**src/rtl/rbs_pkg.sv**
```systemverilog
package rbs_pkg;

   localparam int RBS_ENTRIES  = 63;
   localparam int RBS_IDX_W    = 6;
   localparam int RBS_MIN_RATE = 80;

   typedef enum logic [1:0] {
      RBS_IDLE,
      RBS_SCAN,
      RBS_PICK
   } rbs_state_e;

   // Rate of a table slot; the slot after the last entry reads as zero.
   function automatic int rbs_rate_of(input int i);
      if (i < 12)               return 80 + 10 * i;
      else if (i < 16)          return 205 + 15 * (i - 12);
      else if (i < 20)          return 275 + 25 * (i - 16);
      else if (i < RBS_ENTRIES) return 400 + 50 * (i - 20);
      else                      return 0;
   endfunction

   // Delay-line word of a table slot.
   function automatic int rbs_ddl_of(input int i);
      if (i <= 42)              return 489;
      else if (i >= RBS_ENTRIES) return 0;
      else if (i >= 54)         return 411;
      else begin
         case (i)
            43: return 303;
            44: return 313;
            45: return 323;
            46: return 333;
            47: return 342;
            48: return 352;
            49: return 362;
            50: return 372;
            51: return 381;
            52: return 391;
            default: return 401;
         endcase
      end
   endfunction

endpackage

```
**src/rtl/rbs_rate_rom.sv**
```systemverilog
module rbs_rate_rom
   import rbs_pkg::*;
#(
   parameter int RATE_W = 12,
   parameter int BAND_W = 7,
   parameter int DDL_W  = 9
) (
   input  logic [RBS_IDX_W-1:0] idx_i,
   output logic [RATE_W-1:0]    rate_o,
   output logic [BAND_W-1:0]    band_o,
   output logic [DDL_W-1:0]     ddl_o
);

   always_comb begin
      rate_o = RATE_W'(rbs_rate_of(int'(idx_i)));
      ddl_o  = DDL_W'(rbs_ddl_of(int'(idx_i)));
   end

   always_comb begin
      case (idx_i)
         6'd0:  band_o = BAND_W'(7'h00);
         6'd1:  band_o = BAND_W'(7'h10);
         6'd2:  band_o = BAND_W'(7'h20);
         6'd3:  band_o = BAND_W'(7'h30);
         6'd4:  band_o = BAND_W'(7'h01);
         6'd5:  band_o = BAND_W'(7'h11);
         6'd6:  band_o = BAND_W'(7'h21);
         6'd7:  band_o = BAND_W'(7'h31);
         6'd8:  band_o = BAND_W'(7'h02);
         6'd9:  band_o = BAND_W'(7'h12);
         6'd10: band_o = BAND_W'(7'h22);
         6'd11: band_o = BAND_W'(7'h32);
         6'd12: band_o = BAND_W'(7'h03);
         6'd13: band_o = BAND_W'(7'h13);
         6'd14: band_o = BAND_W'(7'h23);
         6'd15: band_o = BAND_W'(7'h33);
         6'd16: band_o = BAND_W'(7'h04);
         6'd17: band_o = BAND_W'(7'h14);
         6'd18: band_o = BAND_W'(7'h25);
         6'd19: band_o = BAND_W'(7'h35);
         6'd20: band_o = BAND_W'(7'h05);
         6'd21: band_o = BAND_W'(7'h16);
         6'd22: band_o = BAND_W'(7'h26);
         6'd23: band_o = BAND_W'(7'h37);
         6'd24: band_o = BAND_W'(7'h07);
         6'd25: band_o = BAND_W'(7'h18);
         6'd26: band_o = BAND_W'(7'h28);
         6'd27: band_o = BAND_W'(7'h39);
         6'd28: band_o = BAND_W'(7'h09);
         6'd29: band_o = BAND_W'(7'h19);
         6'd30: band_o = BAND_W'(7'h29);
         6'd31: band_o = BAND_W'(7'h3a);
         6'd32: band_o = BAND_W'(7'h0a);
         6'd33: band_o = BAND_W'(7'h1a);
         6'd34: band_o = BAND_W'(7'h2a);
         6'd35: band_o = BAND_W'(7'h3b);
         6'd36: band_o = BAND_W'(7'h0b);
         6'd37: band_o = BAND_W'(7'h1b);
         6'd38: band_o = BAND_W'(7'h2b);
         6'd39: band_o = BAND_W'(7'h3c);
         6'd40: band_o = BAND_W'(7'h0c);
         6'd41: band_o = BAND_W'(7'h1c);
         6'd42: band_o = BAND_W'(7'h2c);
         6'd43: band_o = BAND_W'(7'h3d);
         6'd44: band_o = BAND_W'(7'h0d);
         6'd45: band_o = BAND_W'(7'h1d);
         6'd46: band_o = BAND_W'(7'h2e);
         6'd47: band_o = BAND_W'(7'h3e);
         6'd48: band_o = BAND_W'(7'h0e);
         6'd49: band_o = BAND_W'(7'h1e);
         6'd50: band_o = BAND_W'(7'h1f);
         6'd51: band_o = BAND_W'(7'h3f);
         6'd52: band_o = BAND_W'(7'h0f);
         6'd63: band_o = '0;
         default: band_o = BAND_W'(7'h40 + 7'(idx_i - 6'd53));
      endcase
   end

endmodule

```
**src/rtl/rbs_bound_chk.sv**
```systemverilog
module rbs_bound_chk
   import rbs_pkg::*;
#(
   parameter int RATE_W    = 12,
   parameter int LANE_W    = 3,
   parameter int MAX_RATE  = 2500,
   parameter int MAX_LANES = 4
) (
   input  logic [RATE_W-1:0] rate_i,
   input  logic [LANE_W-1:0] lanes_i,
   output logic              bad_o
);

   logic rate_low, rate_high, lane_high;

   always_comb begin
      rate_low  = rate_i < RATE_W'(RBS_MIN_RATE);
      rate_high = rate_i > RATE_W'(MAX_RATE);
      lane_high = lanes_i > LANE_W'(MAX_LANES);
      bad_o     = rate_low | rate_high | lane_high;
   end

endmodule

```
**src/rtl/rbs_scan_ctrl.sv**
```systemverilog
module rbs_scan_ctrl
   import rbs_pkg::*;
#(
   parameter int RATE_W   = 12,
   parameter int MAX_RATE = 2500
) (
   input  logic                 clk,
   input  logic                 rst_n,
   input  logic                 start_i,
   input  logic                 bad_i,
   input  logic [RATE_W-1:0]    rate_i,
   input  logic [RATE_W-1:0]    rom_rate_i,
   output logic [RBS_IDX_W-1:0] rom_idx_o,
   output logic                 accept_o,
   output logic                 load_o,
   output logic                 fail_o
);

   rbs_state_e             state_q;
   logic [RBS_IDX_W-1:0]   idx_q, sel_q;
   logic [RATE_W-1:0]      req_q, prev_q;
   logic                   hit, sentinel, take_lo, accept;

   always_comb begin
      accept    = start_i && (state_q == RBS_IDLE);
      sentinel  = (rom_rate_i == '0);
      hit       = !sentinel && (rom_rate_i >= req_q);
      take_lo   = (idx_q != '0) && ((req_q - prev_q) <= (rom_rate_i - req_q));
      rom_idx_o = (state_q == RBS_PICK) ? sel_q : idx_q;
      accept_o  = accept;
      load_o    = (state_q == RBS_PICK);
      fail_o    = (accept && bad_i) || ((state_q == RBS_SCAN) && sentinel);
   end

   always_ff @(posedge clk or negedge rst_n) begin
      if (!rst_n) begin
         state_q <= RBS_IDLE;
         idx_q   <= '0;
         sel_q   <= '0;
         req_q   <= '0;
         prev_q  <= '0;
      end else begin
         case (state_q)
            RBS_IDLE: begin
               if (accept && !bad_i) begin
                  state_q <= RBS_SCAN;
                  idx_q   <= '0;
                  prev_q  <= '0;
                  req_q   <= rate_i;
               end
            end
            RBS_SCAN: begin
               if (sentinel) begin
                  state_q <= RBS_IDLE;
               end else if (hit) begin
                  state_q <= RBS_PICK;
                  sel_q   <= take_lo ? (idx_q - 1'b1) : idx_q;
               end else begin
                  idx_q  <= idx_q + 1'b1;
                  prev_q <= rom_rate_i;
               end
            end
            default: state_q <= RBS_IDLE;
         endcase
      end
   end

   AST_SCAN_IN_BOUNDS: assert property (@(posedge clk) disable iff (!rst_n)
      (state_q == RBS_SCAN) |-> (req_q >= RATE_W'(RBS_MIN_RATE) && req_q <= RATE_W'(MAX_RATE)));

   AST_SCAN_BELOW_REQ: assert property (@(posedge clk) disable iff (!rst_n)
      (state_q == RBS_SCAN && idx_q != '0) |-> (prev_q < req_q));

endmodule

```
**src/rtl/rate_band_sel.sv**
```systemverilog
module rate_band_sel
   import rbs_pkg::*;
#(
   parameter int HIGH_RATE = 1,
   parameter int RATE_W    = 12,
   parameter int MHZ_W     = 8,
   parameter int LANE_W    = 3,
   parameter int BAND_W    = 7,
   parameter int DDL_W     = 9,
   parameter int CFG_W     = (HIGH_RATE != 0) ? 8 : 6
) (
   input  logic              clk,
   input  logic              rst_n,
   input  logic              start_i,
   input  logic [RATE_W-1:0] rate_i,
   input  logic [MHZ_W-1:0]  cfg_mhz_i,
   input  logic [LANE_W-1:0] lanes_i,
   output logic [BAND_W-1:0] band_o,
   output logic [DDL_W-1:0]  ddl_o,
   output logic [CFG_W-1:0]  cfg_code_o,
   output logic              done_o,
   output logic              err_o
);

   localparam int MAX_RATE  = (HIGH_RATE != 0) ? 2500 : 1500;
   localparam int MAX_LANES = (HIGH_RATE != 0) ? 4 : 2;
   localparam int CALC_W    = MHZ_W + 2;

   generate
      if (HIGH_RATE != 0 && HIGH_RATE != 1) begin : g_bad_variant
         $error("rate_band_sel: HIGH_RATE must be 0 or 1");
      end
      if (RATE_W < 12) begin : g_bad_rate_w
         $error("rate_band_sel: RATE_W too narrow for the table");
      end
      if (BAND_W < 7 || DDL_W < 9) begin : g_bad_out_w
         $error("rate_band_sel: band or delay-line width too narrow");
      end
      if (CFG_W > CALC_W) begin : g_bad_cfg_w
         $error("rate_band_sel: CFG_W wider than the range calculation");
      end
      if ((1 << LANE_W) <= MAX_LANES) begin : g_bad_lane_w
         $error("rate_band_sel: LANE_W cannot express an over-limit lane count");
      end
   endgenerate

   logic                 bad, accept, load, fail;
   logic [RBS_IDX_W-1:0] rom_idx;
   logic [RATE_W-1:0]    rom_rate;
   logic [BAND_W-1:0]    rom_band;
   logic [DDL_W-1:0]     rom_ddl;
   logic [MHZ_W-1:0]     mhz_q;
   logic [CALC_W-1:0]    cfg_full;

   rbs_bound_chk #(
      .RATE_W   (RATE_W),
      .LANE_W   (LANE_W),
      .MAX_RATE (MAX_RATE),
      .MAX_LANES(MAX_LANES)
   ) u_bound (
      .rate_i (rate_i),
      .lanes_i(lanes_i),
      .bad_o  (bad)
   );

   rbs_scan_ctrl #(
      .RATE_W  (RATE_W),
      .MAX_RATE(MAX_RATE)
   ) u_scan (
      .clk       (clk),
      .rst_n     (rst_n),
      .start_i   (start_i),
      .bad_i     (bad),
      .rate_i    (rate_i),
      .rom_rate_i(rom_rate),
      .rom_idx_o (rom_idx),
      .accept_o  (accept),
      .load_o    (load),
      .fail_o    (fail)
   );

   rbs_rate_rom #(
      .RATE_W(RATE_W),
      .BAND_W(BAND_W),
      .DDL_W (DDL_W)
   ) u_rom (
      .idx_i (rom_idx),
      .rate_o(rom_rate),
      .band_o(rom_band),
      .ddl_o (rom_ddl)
   );

   always_comb begin
      cfg_full = ({2'b00, mhz_q} - CALC_W'(17)) << 2;
   end

   always_ff @(posedge clk or negedge rst_n) begin
      if (!rst_n) begin
         mhz_q      <= '0;
         band_o     <= '0;
         ddl_o      <= '0;
         cfg_code_o <= '0;
         done_o     <= 1'b0;
         err_o      <= 1'b0;
      end else begin
         if (accept) begin
            mhz_q  <= cfg_mhz_i;
            done_o <= 1'b0;
            err_o  <= 1'b0;
         end
         if (fail) begin
            err_o <= 1'b1;
         end
         if (load) begin
            band_o     <= rom_band;
            ddl_o      <= rom_ddl;
            cfg_code_o <= cfg_full[CFG_W-1:0];
            done_o     <= 1'b1;
         end
      end
   end

   AST_FLAGS_EXCLUSIVE: assert property (@(posedge clk) disable iff (!rst_n)
      !(done_o && err_o));

   AST_ERR_KEEPS_RESULT: assert property (@(posedge clk) disable iff (!rst_n)
      $rose(err_o) |-> ($stable(band_o) && $stable(ddl_o) && $stable(cfg_code_o)));

   AST_DDL_LEGAL: assert property (@(posedge clk) disable iff (!rst_n)
      done_o |-> (ddl_o >= DDL_W'(303) && ddl_o <= DDL_W'(489)));

   AST_DONE_AFTER_PICK: assert property (@(posedge clk) disable iff (!rst_n)
      $rose(done_o) |-> $past(load));

endmodule

```
**config.mk**
```make
export PLATFORM = sky130hd
export DESIGN_NAME = rate_band_sel
export DESIGN_NICKNAME = d
export VERILOG_FILES = /design/src/rtl/rbs_pkg.sv /design/src/rtl/rbs_rate_rom.sv /design/src/rtl/rbs_bound_chk.sv /design/src/rtl/rbs_scan_ctrl.sv /design/src/rtl/rate_band_sel.sv
export SDC_FILE = /design/constraint.sdc
export NUM_CORES = 1
export LEC_CHECK = 0
export ABC_AREA = 1
export BUFFER_PORTS_ARGS = -buffer_cell sky130_fd_sc_hd__buf_2
export CAP_MARGIN = 40
export CORE_AREA = 2 2 148 150
export DETAILED_ROUTE_END_ITERATION = 10
export DIE_AREA = 0 0 150 152
export MAX_ROUTING_LAYER = met4
export SLEW_MARGIN = 5
export SYNTH_ARGS = -nofsm -noshare
export SYNTH_HDL_FRONTEND = slang
export SYNTH_HIERARCHICAL = 1
export SYNTH_SLANG_ARGS = --single-unit
```
**constraint.sdc**
```tcl
create_clock -name clk -period 8.35 [get_ports clk]
set_input_delay 1.2525 -clock clk [delete_from_list [all_inputs] [get_ports clk]]
set_output_delay 1.2525 -clock clk [all_outputs]
set_load 0.01 [all_outputs]
```
======== Word level (Yosys, flattened, before mapping) ========
Cells that the tools add are included.
word-level totals
  word-level logic and storage cells ...... 150
  output and inout bits ................... 26
  register bits after elaboration ......... 68
  input port bits ......................... 26
cells by class
  bitwise gates (word level) .............. 3
  add/sub/neg operators ................... 14
  multiplexer cells ....................... 26
  $lt $le $gt $ge ......................... 12
  reductions and logical operators ........ 21
  multipliers ............................. 4
  equal/unequal tests ..................... 59
operators by type and width
  cell                    count
  $pmux 7 s53             1
  $eq 6x6->1 const B      22
  $eq 6x5->1 const B      16
  $mux 12                 7
  $pmux 8 s10             1
  $eq 6x4->1 const B      8
  $mul 5x32->12 const A   1
  $mul 6x32->11 const A   1
  $mul 6x32->12 const A   1
  $mux 6                  5
  $mux 9                  3
  $add 10x12->12 const A  2
  $eq 6x3->1 const B      4
  $pmux 12 s2             1
  $sub 12x12->12          2
  $sub 6x5->7 const B     2
  $add 8x12->12 const A   1
  $add 9x12->12 const A   1
  $eq 6x2->1 const B      2
  $ge 12x12->1            1
  $ge 6x6->1 const B      2
  $gt 12x12->1 const B    1
  $le 12x12->1            1
  $logic_not 12->1        1
  other kinds (35)        52

======== Depth between registers and ports, before layout ========
  depth in word-level cells ............... 15
  gate-level depth with buffers ........... 49
  depth with buffers taken out ............ 47

======== By module ========
Netlist, hierarchy kept.
by module, submodules not included
  module         cells an instance  times used  area an instance (um^2)  seq. area each (um^2)
  rbs_rate_rom   686                1           4315.4                   0.0
  rbs_scan_ctrl  465                1           3321.9                   950.9
  rate_band_sel  132                1           1208.7                   750.7
  rbs_bound_chk  27                 1           153.9                    0.0

======== Worst setup path after synthesis ========
OpenSTA, ideal clock, no wires.
  path kind ............................... register to register
  start point ............................. reg u_scan.state_q[1]
  end point ............................... reg u_scan.sel_q[5]
  library setup time ...................... 0.116 ns
  data required time ...................... 8.234 ns
  data arrival time ....................... 6.901 ns
  cell stages (with the launch flop) ...... 41
  path buffers ............................ 2
  setup slack ............................. 1.332 ns
  clock period less this slack ............ 7.018 ns
  path through ............................ dfrtp_1 > inv_1 > nor2_1 > clkbuf_1 > o21ai_0 > ha_1 > buf_6 > xor2_1 > inv_1 > ha_1 > inv_1 > fa_1 > fa_1 > inv_1 > ha_1 > a21oi_1 > nand2_1 > xor2_1 > [... 5 more ...] > nand2_1 > a21oi_1 > nor2_1 > nor2_1 > xor2_1 > ha_1 > nand2_1 > inv_1 > nand2_1 > nor2_1 > nand2_1 > nand3_1 > nand2_1 > nand2_1 > nand2_1 > nand2_1 > nand2_1 > nand2_1
on the way
  cells in the longest elaborated chain, start to end .. 13
  elaborated cells on any way between the ends .. 32
  those cells by class .................... add/sub (8); mul (4); order compare (6); eq/ne (2); mux (6); bitwise (1); reduce/logical (5)
ends and longest elaborated chain
  element                                                    line                                      RTL
  start, declared                                            rbs_scan_ctrl.sv:19                       rbs_state_e state_q;
  start signal, assigned                                     rbs_scan_ctrl.sv:37                       state_q <= RBS_IDLE;
  start signal, assigned                                     rbs_scan_ctrl.sv:46                       state_q <= RBS_SCAN;
  start signal, assigned                                     rbs_scan_ctrl.sv:54                       state_q <= RBS_IDLE;
  $eq 2x2->1 *                                               --
  named net load                                             rate_band_sel.sv:47                       logic bad, accept, load, fail;
  $mux 6 *                                                   rbs_scan_ctrl.sv:29                       rom_idx_o = (state_q == RBS_PICK) ? sel_q : idx_q;
  named net rom_idx[2]                                       rate_band_sel.sv:48                       logic [RBS_IDX_W-1:0] rom_idx;
  $sub 6x5->7                                                rbs_pkg.sv:18                             else if (i < RBS_ENTRIES) return 400 + 50 * (i - 20);
  $mul 6x32->11                                              rbs_pkg.sv:18
  $add 10x12->12                                             rbs_pkg.sv:18
  $mux 12                                                    rbs_pkg.sv:18
  $mux 12                                                    rbs_pkg.sv:17                             else if (i < 20) return 275 + 25 * (i - 16);
  $mux 12                                                    rbs_pkg.sv:16                             else if (i < 16) return 205 + 15 * (i - 12);
  $mux 12 *                                                  rbs_pkg.sv:15                             if (i < 12) return 80 + 10 * i;
  named net rom_rate[5]                                      rate_band_sel.sv:49                       logic [RATE_W-1:0] rom_rate;
  $sub 12x12->12 / $logic_not 12->1 (equally long branches)  rbs_scan_ctrl.sv:28, rbs_scan_ctrl.sv:26
  $le 12x12->1 / $logic_not 1->1 (equally long branches)     rbs_scan_ctrl.sv:28, rbs_scan_ctrl.sv:27
  $logic_and 1x1->1 (on tied branches)                       rbs_scan_ctrl.sv:28, rbs_scan_ctrl.sv:27
  $mux 6 / $reduce_and 3->1 (equally long branches)          --
  end signal, assigned                                       rbs_scan_ctrl.sv:57                       sel_q <= take_lo ? (idx_q - 1'b1) : idx_q;
  end, declared                                              rbs_scan_ctrl.sv:20                       logic [RBS_IDX_W-1:0] idx_q, sel_q;
Mark *: on every way through the listed nets, which the timed path passes. The rest lies on a longest branch.
A chain may end at the register's enable or synchronous reset.

======== Worst setup path in the final report ========
  start point ............................. reg u_scan.state_q[0]
  end point ............................... reg u_scan.sel_q[3]
The elaborated chain is that of the path after synthesis.

==> results.cfg <==
[yosys]
synth_area_leaders = dfrtp_1 19%, ha_1 17%, nand2_1 14%
async_reset_ff_frac = 1.00
synthesis.area_per_instance_um2 = 6.87
area_share_of_xor_xnor_cells_in_the_synthesized_design = 0.0496
number_of_synthesized_flops_with_an_enable_pin = 0
synth.largest_area_cell = dfrtp_1
synth_seq_cells = 68
synthSimpleGateAreaFrac = 0.319
synthesis.yosys.warnings = 6
netlist_instances = 1310
synth-main-ff-cell = dfrtp_1
yosys.area_share.adder = 0.222
synth_compound_area_frac = 0.111
synth.area.mux_share = 0.00375
yosysMostFrequentCell = nand2_1
yosys-top-cells-count = 328 x nand2_1, 184 x inv_1, 120 x ha_1, 108 x nand3_1, 103 x nor2_1
synth_top_family_by_area = simple AND/OR/NAND/NOR gates
synth_sequential_area_ratio = 0.189
netlist_area_before_placement_um2 = 9000
area_fraction_of_the_dominant_cell_type_after_synthesis = 0.189
yosysUniqueCellTypes = 54

[layout]
area.sequential_um2 = 1700
antenna_cells = 0
multi_input_area_um2 = 6370
fill_cells = 2214
layout-area-overhead-vs-synth_pct = 9.41
post_route_cells_drive_above_1_share = 0.111
final_nets = 1523

[clock_network]
worstSkewPairLatency_ps = 330
number_of_h_tree_branching_levels = 3
ctsLongestPathBuffers = 2
cts_buffers = 9
ctsHoldBuffers = 0
numClockSinks = 68
worst_setup_hold_path_clk_slew_ps = 60
tritoncts = built
post-cts-setup-buffer-count = 0
cts.root.buffer_cell = clkbuf_16

[timing]
worst-slew-pin-transition_ps = 756
worst_clock_skew_ps = 4.80
setup_viol = 0
achievable-frequency_mhz = 132
final.period_utilization = 0.905
drv_slew = 0
worst_slew_margin_rel = 0.495
setup_repair_after_global_routing_missed_its_margin = no
timing_hold_violations_final = 0
period_needed_ps = 7560
timing.setup.tns_ps = 0

[critical_path]
crit_type = reg -> reg
crit_path_start_kind = register
worst_ep_arrival_time_ps = 7780
slowest_delay_ps = 550
path_max_fanout = 11
timing.critical_path.required_ps = 8570
timing.critical_path.slowest_stage_cell = fa_1
path_common_cell = nand2_1
setup.worst_path.end_class = register
ff2ff_path_depth = 38

[worst_hold_path]
holdCritPathClass = reg -> reg
min_delay_path_depth = 1

[routing]
route.antenna.remaining_nets = 0
wl_per_cell_um = 14.6
viasPerCell = 5.19
drt-pass1-iter-count = 6
drt_iter0_drc = 397
vias = 8489
post-route-drc-count = 0
drt-total-wl_um = 23900

[run_status]
result_of_the_run = finished clean

[placement]
place_hpwl_um = 19000
buffer_ports.inserted = 47
final_gp_congestion = 0.953

[global_route]
grt_overflow_total = 0
grt_pass1_wl_um = 39900
grt_antenna_before_repair = 0
grt_pass1_vias = 8173
grt_use_total = 0.222
grt_start_max_net_pins = 65

[die]
floorplan.initialDensity = 0.422
die_height_um = 152
top_level_ports = 52
chipWidth_um = 150
die_area_um2 = 22800
design.core.area_um2 = 21400
row_count = 54

[flow_run]
max-cap-violations = 0
cells in the final DEF (no fill, tap or decap), types with 5 or more instances in the layout:
| cell type | n |
|---|---|
| nor2_2 | 8 |
| a21oi_1 | 77 |
| nand2_2 | 14 |
| nor2_1 | 101 |
| a31oi_1 | 10 |
| xnor2_1 | 16 |
| nand3_2 | 5 |
| buf_2 | 47 |
| nor2_4 | 6 |
| nor4_1 | 6 |
| nand2_4 | 7 |
| o211ai_1 | 5 |
| ha_1 | 120 |
| inv_1 | 184 |
| clkbuf_16 | 9 |
| nor3_1 | 16 |
| xor2_1 | 34 |
| o21ai_0 | 51 |
| nand3_1 | 108 |
| fa_1 | 25 |
| nand4_1 | 17 |
| o21ai_1 | 11 |
| buf_4 | 12 |
| a21o_1 | 6 |
| nand2_1 | 328 |
| inv_2 | 13 |
| dfrtp_1 | 68 |
worst paths after layout:
path                               endpoint               from  slack [ps]
max                         u_scan/sel_q[3]  u_scan/state_q[0]         790
min reg2reg                   cfg_code_o[2]           mhz_q[0]         460
min in group asynchronous         band_o[5]              rst_n         810
max reg2reg                 u_scan/sel_q[3]  u_scan/state_q[0]         790
max in group asynchronous  u_scan/prev_q[8]              rst_n        7030
min                           cfg_code_o[2]           mhz_q[0]         460
critical path: cells and delay by family (launching register included):
family / cells / cell delay [ps]
compound gates: 5 / 870
xor+xnor: 3 / 690
fa+ha+maj: 7 / 2600
buf+inv: 5 / 430
flops: 1 / 420
mux: 1 / 400
simple gates: 17 / 2050
logic make-up (layout without fill, tap and decap cells):
family / count (synthesis) / count (layout)
flops: 68 / 68
simple gates: 633 / 633
other cells: 1 / 2
xor+xnor: 51 / 51
buf+inv: 230 / 276
compound gates: 179 / 179
fa+ha+maj: 145 / 145
mux: 3 / 3
final cells by class:
class / instances / share of cell area
inverters: 199 / 0.0766
well taps: 280 / 0.0356
flip-flops and latches: 68 / 0.173
multi-input cells: 1013 / 0.647
clock inverters: 7 / 0.00775
repair buffers: 61 / 0.0374
clock buffers: 9 / 0.0229
flip-flops by register name, summed over array words and instances, names as in the netlist:
signal / cells
band_o: 7
err_o: 1
u_scan/prev_q: 12
cfg_code_o: 6
u_scan/req_q: 12
u_scan/sel_q: 6
u_scan/idx_q: 6
mhz_q: 6
ddl_o: 9
done_o: 1
u_scan/state_q: 2
through the flow:
step	cell area [um2]	hold WS, ps	std cells	setup slack [ps]	utilization
finish	9850	461	1637	794	0.461
global route	9850	480	1637	18.5	0.461
CTS	9830	466	1637	582	0.461
detailed placement	9530	456	1621	612	0.446
global placement	9490	449	1619	718	0.444
floorplan	9000	436	1311	1330	-
metal layers:
layer | wire, um | track usage | vias up
li1 | - | - | 4341
met1 | 11400 | 0.298 | 3848
met2 | 10600 | 0.346 | 255
met3 | 1190 | 0.0294 | 45
met4 | 691 | 0.0723 | 0
met5 | 0 | - | -
repair_timing:
| item | 4_1_cts | 5_1_grt |
|---|---|---|
| endpoints found under the hold margin | 0 | 0 |
| resized for setup | 0 | 3 |
| setup endpoints to repair | 0 | 6 |
Power is left out: the tool's default activity adds up to more than one toggle a clock period on the data nets, which glitch-free logic cannot reach.
